### config.mk
export PLATFORM = sky130hd
export DESIGN_NAME = hpt_walker
export DESIGN_NICKNAME = d
export VERILOG_FILES = /design/src/rtl/hpt_pkg.sv /design/src/rtl/hpt_dpath.sv /design/src/rtl/hpt_ctrl.sv /design/src/rtl/hpt_walker.sv
export SDC_FILE = /design/constraint.sdc
export NUM_CORES = 1
export LEC_CHECK = 0
export ABC_CLOCK_PERIOD_IN_PS = 1800
export CORE_AREA = 2 2 256 258
export DETAILED_ROUTE_END_ITERATION = 7
export DIE_AREA = 0 0 258 260
export DONT_BUFFER_PORTS = 1
export PLACE_DENSITY = 0.3
export SKIP_CTS_REPAIR_TIMING = 1
export SYNTH_ARGS = -nofsm -noshare
export SYNTH_HDL_FRONTEND = slang
export SYNTH_HIERARCHICAL = 1
export SYNTH_SLANG_ARGS = --single-unit
### constraint.sdc
create_clock -name clk -period 1.8 [get_ports clk]
set_input_delay 0 -clock clk [delete_from_list [all_inputs] [get_ports clk]]
set_output_delay 0 -clock clk [all_outputs]
set_load 0.005 [all_outputs]
### src/rtl/hpt_pkg.sv
`timescale 1ns/1ps
package hpt_pkg;
  localparam int WORD_W    = 32;
  localparam int SEG_W     = 30;
  localparam int SEG_COUNT = 16;
  localparam int REF_BIT   = 8;
  localparam int CHG_BIT   = 7;

  typedef enum logic [2:0] {
    ST_IDLE, ST_FETCH, ST_COMPARE, ST_WRITEBACK, ST_DONE, ST_FAULT
  } walkState_t;

  typedef enum logic [1:0] {MA_READ, MA_REF, MA_CHG} memAddrSel_t;

  typedef struct packed {
    logic        start;
    logic        capture;
    logic        toLow;
    logic        nextEntry;
    logic        toSecondary;
    memAddrSel_t addrSel;
  } walkCtl_t;

  typedef struct packed {
    logic tagMatch;
    logic permNone;
    logic needRef;
    logic needChg;
    logic lastEntry;
    logic onSecondary;
    logic wordIsLow;
  } walkStat_t;

  // returns {read, write}
  function automatic logic [1:0] decodePerm(input logic [2:0] code);
    logic [1:0] r;
    case (code)
      3'd0, 3'd1, 3'd2, 3'd6: r = 2'b11;
      3'd3, 3'd5, 3'd7:       r = 2'b10;
      default:                r = 2'b00;
    endcase
    return r;
  endfunction
endpackage

### src/rtl/hpt_dpath.sv
`timescale 1ns/1ps
module hpt_dpath import hpt_pkg::*; #(
  parameter int GROUP_ENTRIES = 8
) (
  input  logic                       clk,
  input  logic                       rstN,
  input  walkCtl_t                   ctl,
  output walkStat_t                  stat,
  input  logic [WORD_W-1:0]          reqAddr,
  input  logic                       reqUser,
  input  logic [SEG_COUNT*SEG_W-1:0] segTable,
  input  logic [15:0]                tableBase,
  input  logic [8:0]                 tableMask,
  input  logic [WORD_W-1:0]          memRdata,
  output logic [WORD_W-1:0]          memAddr,
  output logic [7:0]                 memWdata,
  output logic [WORD_W-1:0]          physAddr,
  output logic                       permRead,
  output logic                       permWrite
);
  localparam int ENTRY_W     = (GROUP_ENTRIES > 1) ? $clog2(GROUP_ENTRIES) : 1;
  localparam int ENTRY_SHIFT = 3;   // two 32-bit words per entry
  localparam int LAST_ENTRY  = GROUP_ENTRIES - 1;

  logic [27:0]        eaReg;
  logic               userReg;
  logic [SEG_W-1:0]   segReg;
  logic [ENTRY_W-1:0] entryIdx;
  logic               onSecondary;
  logic               wordIsLow;
  logic [WORD_W-1:0]  rdWord;

  always_ff @(posedge clk) begin
    if (!rstN) begin
      eaReg       <= '0;
      userReg     <= 1'b0;
      segReg      <= '0;
      entryIdx    <= '0;
      onSecondary <= 1'b0;
      wordIsLow   <= 1'b0;
      rdWord      <= '0;
    end else begin
      if (ctl.start) begin
        eaReg       <= reqAddr[27:0];
        userReg     <= reqUser;
        segReg      <= segTable[int'(reqAddr[31:28])*SEG_W +: SEG_W];
        entryIdx    <= '0;
        onSecondary <= 1'b0;
        wordIsLow   <= 1'b0;
      end
      if (ctl.capture)     rdWord <= memRdata;
      if (ctl.toLow)       wordIsLow <= 1'b1;
      if (ctl.nextEntry) begin
        entryIdx  <= entryIdx + 1'b1;
        wordIsLow <= 1'b0;
      end
      if (ctl.toSecondary) begin
        entryIdx    <= '0;
        wordIsLow   <= 1'b0;
        onSecondary <= 1'b1;
      end
    end
  end

  // hashing and tag construction
  logic [27:0]       vsn;
  logic              supKey, usrKey, keyBit;
  logic [WORD_W-1:0] hashRaw, hashSel, hashMask, groupBase, entryAddr, tagWord;

  always_comb begin
    vsn       = segReg[27:0];
    supKey    = segReg[29];
    usrKey    = segReg[28];
    keyBit    = userReg ? usrKey : supKey;
    hashRaw   = ({4'b0, vsn} ^ {16'b0, eaReg[27:12]}) << 6;
    hashSel   = onSecondary ? ~hashRaw : hashRaw;
    hashMask  = {7'b0, tableMask, 16'hFFC0};
    groupBase = {tableBase, 16'h0} | (hashSel & hashMask);
    entryAddr = groupBase + (32'(entryIdx) << ENTRY_SHIFT) + (wordIsLow ? 32'd4 : 32'd0);
    tagWord   = 32'h8000_0000 | ({4'b0, vsn} << 7) | {25'b0, onSecondary, eaReg[27:22]};
  end

  logic [1:0] permBits;
  assign permBits  = decodePerm({keyBit, rdWord[1:0]});
  assign permRead  = permBits[1];
  assign permWrite = permBits[0];
  assign physAddr  = {rdWord[31:12], eaReg[11:0]};

  always_comb begin
    case (ctl.addrSel)
      MA_REF: begin
        memAddr  = entryAddr + 32'd2;
        memWdata = rdWord[15:8] | 8'h01;
      end
      MA_CHG: begin
        memAddr  = entryAddr + 32'd3;
        memWdata = rdWord[7:0] | 8'h80;
      end
      default: begin
        memAddr  = entryAddr;
        memWdata = 8'h00;
      end
    endcase
  end

  always_comb begin
    stat             = '0;
    stat.tagMatch    = (rdWord == tagWord);
    stat.permNone    = !permBits[1];
    stat.needRef     = !rdWord[REF_BIT];
    stat.needChg     = permBits[0] && !rdWord[CHG_BIT];
    stat.lastEntry   = (entryIdx == ENTRY_W'(LAST_ENTRY));
    stat.onSecondary = onSecondary;
    stat.wordIsLow   = wordIsLow;
  end
endmodule

### src/rtl/hpt_ctrl.sv
`timescale 1ns/1ps
module hpt_ctrl import hpt_pkg::*; (
  input  logic      clk,
  input  logic      rstN,
  input  logic      reqValid,
  input  walkStat_t stat,
  input  logic      memAck,
  output walkCtl_t  ctl,
  output logic      memReq,
  output logic      memWrite,
  output logic      reqReady,
  output logic      walkDone,
  output logic      walkFault
);
  walkState_t state, nextState;
  logic       wbChg, wbNext;
  logic       advance;

  always_ff @(posedge clk) begin
    if (!rstN) begin
      state <= ST_IDLE;
      wbChg <= 1'b0;
    end else begin
      state <= nextState;
      wbChg <= wbNext;
    end
  end

  always_comb begin
    ctl         = '0;
    ctl.addrSel = MA_READ;
    nextState   = state;
    wbNext      = wbChg;
    memReq      = 1'b0;
    memWrite    = 1'b0;
    advance     = 1'b0;
    case (state)
      ST_IDLE: begin
        if (reqValid) begin
          ctl.start = 1'b1;
          nextState = ST_FETCH;
        end
      end
      ST_FETCH: begin
        memReq = 1'b1;
        if (memAck) begin
          ctl.capture = 1'b1;
          nextState   = ST_COMPARE;
        end
      end
      ST_COMPARE: begin
        if (!stat.wordIsLow) begin
          if (stat.tagMatch) begin
            ctl.toLow = 1'b1;
            nextState = ST_FETCH;
          end else begin
            advance = 1'b1;
          end
        end else if (stat.permNone) begin
          advance = 1'b1;
        end else if (stat.needRef) begin
          wbNext    = 1'b0;
          nextState = ST_WRITEBACK;
        end else if (stat.needChg) begin
          wbNext    = 1'b1;
          nextState = ST_WRITEBACK;
        end else begin
          nextState = ST_DONE;
        end
        if (advance) begin
          if (!stat.lastEntry) begin
            ctl.nextEntry = 1'b1;
            nextState     = ST_FETCH;
          end else if (!stat.onSecondary) begin
            ctl.toSecondary = 1'b1;
            nextState       = ST_FETCH;
          end else begin
            nextState = ST_FAULT;
          end
        end
      end
      ST_WRITEBACK: begin
        memReq      = 1'b1;
        memWrite    = 1'b1;
        ctl.addrSel = wbChg ? MA_CHG : MA_REF;
        if (memAck) begin
          if (!wbChg && stat.needChg) wbNext = 1'b1;
          else                        nextState = ST_DONE;
        end
      end
      ST_DONE:  nextState = ST_IDLE;
      ST_FAULT: nextState = ST_IDLE;
      default:  nextState = ST_IDLE;
    endcase
  end

  assign reqReady  = (state == ST_IDLE);
  assign walkDone  = (state == ST_DONE) || (state == ST_FAULT);
  assign walkFault = (state == ST_FAULT);
endmodule

### src/rtl/hpt_walker.sv
`timescale 1ns/1ps
module hpt_walker import hpt_pkg::*; #(
  parameter int GROUP_ENTRIES = 8
) (
  input  logic                       clk,
  input  logic                       rstN,
  input  logic                       reqValid,
  output logic                       reqReady,
  input  logic [31:0]                reqAddr,
  input  logic                       reqUser,
  input  logic [SEG_COUNT*SEG_W-1:0] segTable,
  input  logic [15:0]                tableBase,
  input  logic [8:0]                 tableMask,
  output logic                       memReq,
  output logic                       memWrite,
  output logic [31:0]                memAddr,
  output logic [7:0]                 memWdata,
  input  logic [31:0]                memRdata,
  input  logic                       memAck,
  output logic                       walkDone,
  output logic                       walkFault,
  output logic [31:0]                physAddr,
  output logic                       canRead,
  output logic                       canWrite
);
  walkCtl_t  ctl;
  walkStat_t stat;
  logic      permRead, permWrite;

  hpt_ctrl u_ctrl (
    .clk, .rstN, .reqValid, .stat, .memAck, .ctl,
    .memReq, .memWrite, .reqReady, .walkDone, .walkFault
  );

  hpt_dpath #(.GROUP_ENTRIES(GROUP_ENTRIES)) u_dpath (
    .clk, .rstN, .ctl, .stat, .reqAddr, .reqUser, .segTable,
    .tableBase, .tableMask, .memRdata, .memAddr, .memWdata,
    .physAddr, .permRead, .permWrite
  );

  assign canRead  = walkDone && !walkFault && permRead;
  assign canWrite = walkDone && !walkFault && permWrite;
endmodule

==> results of run 1 <==
[power groups by stage]
stage	logic (mW)	registers [mW]	clock network (mW)
after global routing	2.23	2.42	2.25
after CTS	1.83	2.40	2.21
after floorplan	1.29	2.42	0
final	2.05	2.40	2.07
after global placement	1.83	2.44	0
after detailed placement	1.82	2.44	0
[cell usage in the layout, fill, tap and decap left out, types with 4 or more instances in the layout]
cell,count
mux2i_1,268
buf_4,105
dfxtp_1,91
a22oi_1,79
nor2b_1,64
nand3_1,64
nand2_1,58
xor2_1,37
a21oi_1,34
xnor2_1,29
nor2_4,25
nor2b_4,15
nand3_2,14
clkbuf_16,12
buf_12,10
buf_6,9
inv_1,9
diode_2,8
a21oi_2,7
nor2_2,7
nor2_1,6
dlygate4sd3_1,6
a22oi_2,5
nand4_1,4
[cell families (layout without fill, tap and decap cells)]
logic type      after synthesis  after routing  share of synthesized area, %
xor+xnor                     67             67                          6.87
simple gates                291            292                          17.6
mux                         270            270                          31.6
flops                        96             96                          22.5
compound gates              135            135                          10.7
buf+inv                     124            164                          10.2
fa+ha+maj                     4              4                         0.586
other cells                   0              8                             0
[cell type report]
class | count | area, um2 | share of cell area, %
diodes | 8 | 20.0 | 0.181
multi-input cells | 768 | 6440 | 58.1
well taps | 855 | 1070 | 9.66
inverters | 12 | 47.5 | 0.429
clock inverters | 7 | 71.3 | 0.644
flip-flops and latches | 96 | 1930 | 17.5
repair buffers | 136 | 1270 | 11.5
clock buffers | 9 | 225 | 2.03
[final timing paths]
path	slack [ns]	cells after the start	endpoint	startpoint
max	-0.42	11	u_dpath/entryIdx[2]$_SDFFE_PP0P_	u_dpath/segReg[2]$_SDFFE_PN0P_
min	-0.25	1	u_dpath/eaReg[25]$_SDFFE_PN0P_	rstN
min reg2reg	0.51	2	u_dpath/segReg[29]$_SDFFE_PN0P_	u_dpath/segReg[29]$_SDFFE_PN0P_
max reg2reg	-0.42	11	u_dpath/entryIdx[2]$_SDFFE_PP0P_	u_dpath/segReg[2]$_SDFFE_PN0P_
[per-layer routing]
layer	track usage, %	vias to the layer above	routed length (um)
li1	-	3568	-
met1	17.2	3604	21000
met2	22.2	370	23700
met3	2.68	50	2890
met4	4.54	8	1130
met5	0	-	45
[sequential cells by signal, indices dropped and copies added (netlist names)]
register and cells:
u_dpath/segReg 26, u_dpath/userReg 1, u_dpath/eaReg 28, u_ctrl/wbChg 1
u_dpath/entryIdx 3, u_dpath/rdWord 32, u_ctrl/state 3, u_dpath/wordIsLow 1
u_dpath/onSecondary 1
[metrics by stage]
| stage | util (%) | worst slack (ns) | std cells | area, um2 | setup TNS, ns |
|---|---|---|---|---|---|
| after floorplan | - | 0.00594 | 987 | 8550 | 0 |
| after global placement | 15.2 | -0.544 | 1838 | 9750 | -7.83 |
| after detailed placement | 15.2 | -0.558 | 1838 | 9750 | -7.18 |
| after CTS | 15.7 | -0.581 | 1854 | 10000 | -24.77 |
| after global routing | 17.3 | -0.581 | 1891 | 11100 | -19.00 |
| final | 17.3 | -0.424 | 1891 | 11100 | -13.93 |
==> results.toml, run 1 <==
[floorplan]
core_um2 = 64100
start_util_pct = 13.3
fp.dieH_um = 260
placementRows = 93
ioPinCount = 653
die_w_um = 258
dieArea_um2 = 67100

[worst_setup_path]
path_cells = "xor2_2 -> nor4_4 -> buf_4 -> nand4_1 -> nor4_2 -> nand2b_1 -> nand3b_1 -> nor2_4 -> nor3b_2 -> a21oi_2 -> nor2_1"
crit_buf_inv = 1
critPathCaptureType = "register"
cp_data_required_time_ns = 2.12
cp.arrival_ns = 2.54
path_max_fanout = 7
max_stage_delay_ns = 0.37
cp_top_family = "simple AND/OR/NAND/NOR gates"
critical_path_class = "register to register"
start_kind = "register"
crit_slowest_cell = "dfxtp_4"

[run_status]
violations = "hold timing, setup timing"
status = "complete, but fails checks"

[logic_synthesis]
postSynthAreaPerCell_um2 = 8.66
synthesis.instances = 987
yosysMostFrequentCell = "mux2i_1"
ys_top_cells_by_count = "270 x mux2i_1, 96 x dfxtp_1, 84 x a22oi_1, 79 x nor2b_1, 78 x nand3_1"
synth_edf_count = 0
syn-num-nets = 1565
yosys-top-cells-area = "mux2i_1 32%, dfxtp_1 22%, a22oi_1 7.4%"
ys_warn_count = 6
synth_largest_area_cell = "mux2i_1"
synthFlopType = "dfxtp_1"
ys_seq_area_share_pct = 22.5
netlist.area_leader.share_pct = 31.6
ys_ff_latch = 96
async_reset_ff_share_pct = 0
ys_types = 43
synth_area_um2 = 8550

[sta]
hold_viol_final = 70
worst_slack_ns = -0.424
slew_headroom_pct = 58.6
maxSlewViolCount = 0
period_needed_ns = 2.22
worstMarginPinSlew_ns = 0.621
finalSetupViolCount = 47
hold_ws_ns = -0.249
fin_skew_ns = 0.0158
period_share_pct = 124
rsz0062_at_grt = "true"
clock.fmax_ghz = 0.450

[clocking]
numCtsBuffers = 9
htree_levels = 3
cts.sink_count = 96
cts_tree = "yes"
cts.clk_slew.worst_paths_ns = 0.09
clock_latency_ns = 0.38
cts.path.max_buffers = 2
cts_root_buffer = "clkbuf_16"

[cells_and_area]
area_delta_synth_final_pct = 29.6
nNetsFinal = 1601
drive_gt1_share_pct = 25.5
fillers = 7145

[hold_path]
hold_class = "primary input to register"

[routing]
ant_nets = 0
drc = 0
wirelength_mm = 48.8
wl_per_cell_um = 25.8
via_per_inst = 4.02
drt-initial-drc-count = 309
drtPass1Iterations = 5
vias = 7600

[run]
maxCapViolCount = 0

[power_and_ir_drop]
p_total_mw = 6.52
sw_frac_of_total_pct = 34.4
power_frac_comb_pct = 31.5
ir_drop_uv = 457
p_seq_share_pct = 36.8
powerDensity_nw_per_um2 = 589
power.share.clock_pct = 31.8
cellLeakagePower_nw = 4.47
netSwitchingPower_mw = 2.24
p_int_mw = 4.28

[placed_design]
gp_congestion = 0.887
hpwl_mm = 40.1
port-buffer-count = 0

[global_routing]
antenna_found_initial = 15
grt_pass1_vias = 7742
grt_max_degree = 209
overflow = 0
grt_pass1_wl_mm = 62.2
track_usage_pct = 13.4
(Power assumes the default switching activity.)
==> inputs of run 2 (changes only) <==
- ABC_AREA: not set -> 1
- CORE_AREA: 2 2 256 258 -> 2 2 253 255
- DIE_AREA: 0 0 258 260 -> 0 0 255 257
==> run 2 against run 1 <==
The flow still finishes with violations (hold timing, setup timing). Non-clock buffer count grew 12. Die area down 2.3%. Clock power fell by 6%. Wire length is 17% higher. Cell count rose by 36%. Fmax up 15%. First-iteration DRC count is 140% higher. Final area increased by 1.4%. Flip-flop and latch count did not move. Hold slack better by 0.032 ns. Critical path depth decreased by 6. Critical endpoint is now memAddr[19]. Largest power group is now combinational cells.
==> results.toml, run 2 <==
[run_status]
status = "complete, but fails checks"
violations = "hold timing, setup timing"

[clocking]
cts.path.max_buffers = 2
htree_levels = 3
cts.sink_count = 96
cts_tree = "yes"
cts.clk_slew.worst_paths_ns = 0.08
numCtsBuffers = 9
cts_root_buffer = "clkbuf_16"
clock_latency_ns = 0.35

[floorplan]
fp.dieH_um = 257
die_w_um = 255
ioPinCount = 653
start_util_pct = 14.5
core_um2 = 62700
placementRows = 92
dieArea_um2 = 65500

[logic_synthesis]
async_reset_ff_share_pct = 0
ys_top_cells_by_count = "635 x nand2_1, 341 x nand3_1, 188 x nor2_1, 96 x dfxtp_1, 95 x inv_1"
ys_seq_area_share_pct = 21.2
ys_ff_latch = 96
ys_types = 28
syn-num-nets = 2284
yosys-top-cells-area = "nand2_1 26%, dfxtp_1 21%, nand3_1 19%"
netlist.area_leader.share_pct = 26.3
synth_edf_count = 0
synth_area_um2 = 9070
yosysMostFrequentCell = "nand2_1"
synth_largest_area_cell = "nand2_1"
ys_warn_count = 6
synthFlopType = "dfxtp_1"
postSynthAreaPerCell_um2 = 5.32
synthesis.instances = 1706

[run]
maxCapViolCount = 0

[cells_and_area]
design_area_um2 = 11200
fillers = 7465
nNetsFinal = 2290
area_delta_synth_final_pct = 23.9
largest_register_ff_count = 32
layout_common_cells = "632 x nand2_1, 341 x nand3_1, 168 x nor2_1, 116 x buf_4, 84 x inv_1"
top_regs = "u_dpath/rdWord: 32 flops, u_dpath/eaReg: 28 flops, u_dpath/segReg: 26 flops"
final_common_cell = "nand2_1"
largest_register = "u_dpath/rdWord"
drive_gt1_share_pct = 13.3

[placed_design]
place_area_um2 = 10400
gp_congestion = 0.861
port-buffer-count = 0
hpwl_mm = 48.2

[power_and_ir_drop]
power.share.clock_pct = 25.9
sw_frac_of_total_pct = 39.0
netSwitchingPower_mw = 2.94
powerDensity_nw_per_um2 = 671
ir_drop_uv = 423
p_seq_share_pct = 34.2
power_frac_comb_pct = 39.9
p_int_mw = 4.60
cellLeakagePower_nw = 5.07

[worst_setup_path]
cp_data_required_time_ns = 1.80
cp_top_family = "compound AO/OA/AOI/OAI gates"
crit_slowest_cell = "a31oi_1"
path_cells = "buf_6 -> xnor2_1 -> or2_2 -> a31oi_1 -> nor2_1"
cp.arrival_ns = 1.94
max_stage_delay_ns = 0.41
start_kind = "register"
path_max_fanout = 22
critical_path_class = "register to output port"
crit_buf_inv = 1
critPathCaptureType = "output port"

[routing]
drt-initial-drc-count = 733
wl_per_cell_um = 22.1
drtPass1Iterations = 5
wirelength_mm = 56.8
vias = 11047
via_per_inst = 4.30
ant_nets = 0
drc = 0

[hold_path]
hold_class = "primary input to register"

[global_routing]
overflow = 0
track_usage_pct = 16.6
antenna_found_initial = 24
grt_pass1_vias = 10987
grt_pass1_wl_mm = 78.2
grt_max_degree = 210

[sta]
clock.fmax_ghz = 0.517
fin_skew_ns = 0.00985
worstMarginPinSlew_ns = 0.940
period_share_pct = 108
rsz0062_at_grt = "true"
hold_viol_final = 67
hold_ws_ns = -0.217
finalSetupViolCount = 34
period_needed_ns = 1.94
worst_slack_ns = -0.135
slew_headroom_pct = 37.0
maxSlewViolCount = 0
[run 2: per-layer routing]
| metal | global-route usage, % | up-vias | routed length (um) |
|---|---|---|---|
| li1 | - | 5429 | - |
| met1 | 20.4 | 5068 | 23700 |
| met2 | 29.7 | 470 | 28300 |
| met3 | 3.05 | 80 | 3590 |
| met4 | 3.88 | 0 | 1300 |
| met5 | 0 | - | 0 |
[run 2: power by group through the flow]
stage / Sequential [mW] / Clock (mW) / Combinational (mW)
after floorplan: 2.56 / 0 / 1.86
after global placement: 2.60 / 0 / 2.91
after detailed placement: 2.61 / 0 / 2.89
after CTS: 2.56 / 2.04 / 2.90
after global routing: 2.62 / 2.16 / 3.37
final: 2.58 / 1.95 / 3.01
[run 2: worst paths after layout]
path	slack, ns	to	depth (start not counted)	startpoint
setup reg to reg	-0.05	u_dpath/entryIdx[2]$_SDFFE_PP0P_	12	u_dpath/segReg[1]$_SDFFE_PN0P_
setup / recovery	-0.14	memAddr[19]	5	u_dpath/onSecondary$_SDFFE_PN0P_
hold / removal	-0.22	u_dpath/eaReg[14]$_SDFFE_PN0P_	2	reqAddr[14]
hold reg to reg	0.50	u_dpath/entryIdx[0]$_SDFFE_PP0P_	2	u_dpath/entryIdx[0]$_SDFFE_PP0P_
[run 2: final cells by class]
class                   instances  area [um2]  area share, %
diodes                          7        17.5          0.156
clock buffers                  10         239           2.13
clock inverters                 6        60.1          0.535
inverters                     101         385           3.43
multi-input cells            1356        6200           55.2
flip-flops and latches         96        1950           17.4
well taps                     846        1060           9.42
repair buffers                148        1320           11.7
[run 2: through the flow]
stage | setup slack, ns | utilization (%) | TNS [ns] | cells | total power, mW
2_1_floorplan | 0.0470 | - | 0 | 1706 | 4.42
3_3_place_gp | -0.275 | 16.5 | -1.48 | 2522 | 5.51
3_5_place_dp | -0.319 | 16.5 | -1.52 | 2522 | 5.49
4_1_cts | -0.339 | 17.0 | -12.54 | 2538 | 7.50
5_1_grt | -0.220 | 17.9 | -7.07 | 2567 | 8.14
6_report | -0.135 | 17.9 | -2.99 | 2570 | 7.54
[run 2: kinds of logic (layout without fill, tap and decap cells)]
family                   count (synthesis)  count (layout)  share of synthesized area [%]
XOR/XNOR                                33              33                           3.19
buffers and inverters                  254             265                           13.0
flip-flops                              96              96                           21.2
other                                    0               7                              0
AND/OR/NAND/NOR                       1184            1184                           54.3
adder cells (fa/ha/maj)                  4               4                          0.552
AO/OA/AOI/OAI                          135             135                           7.77
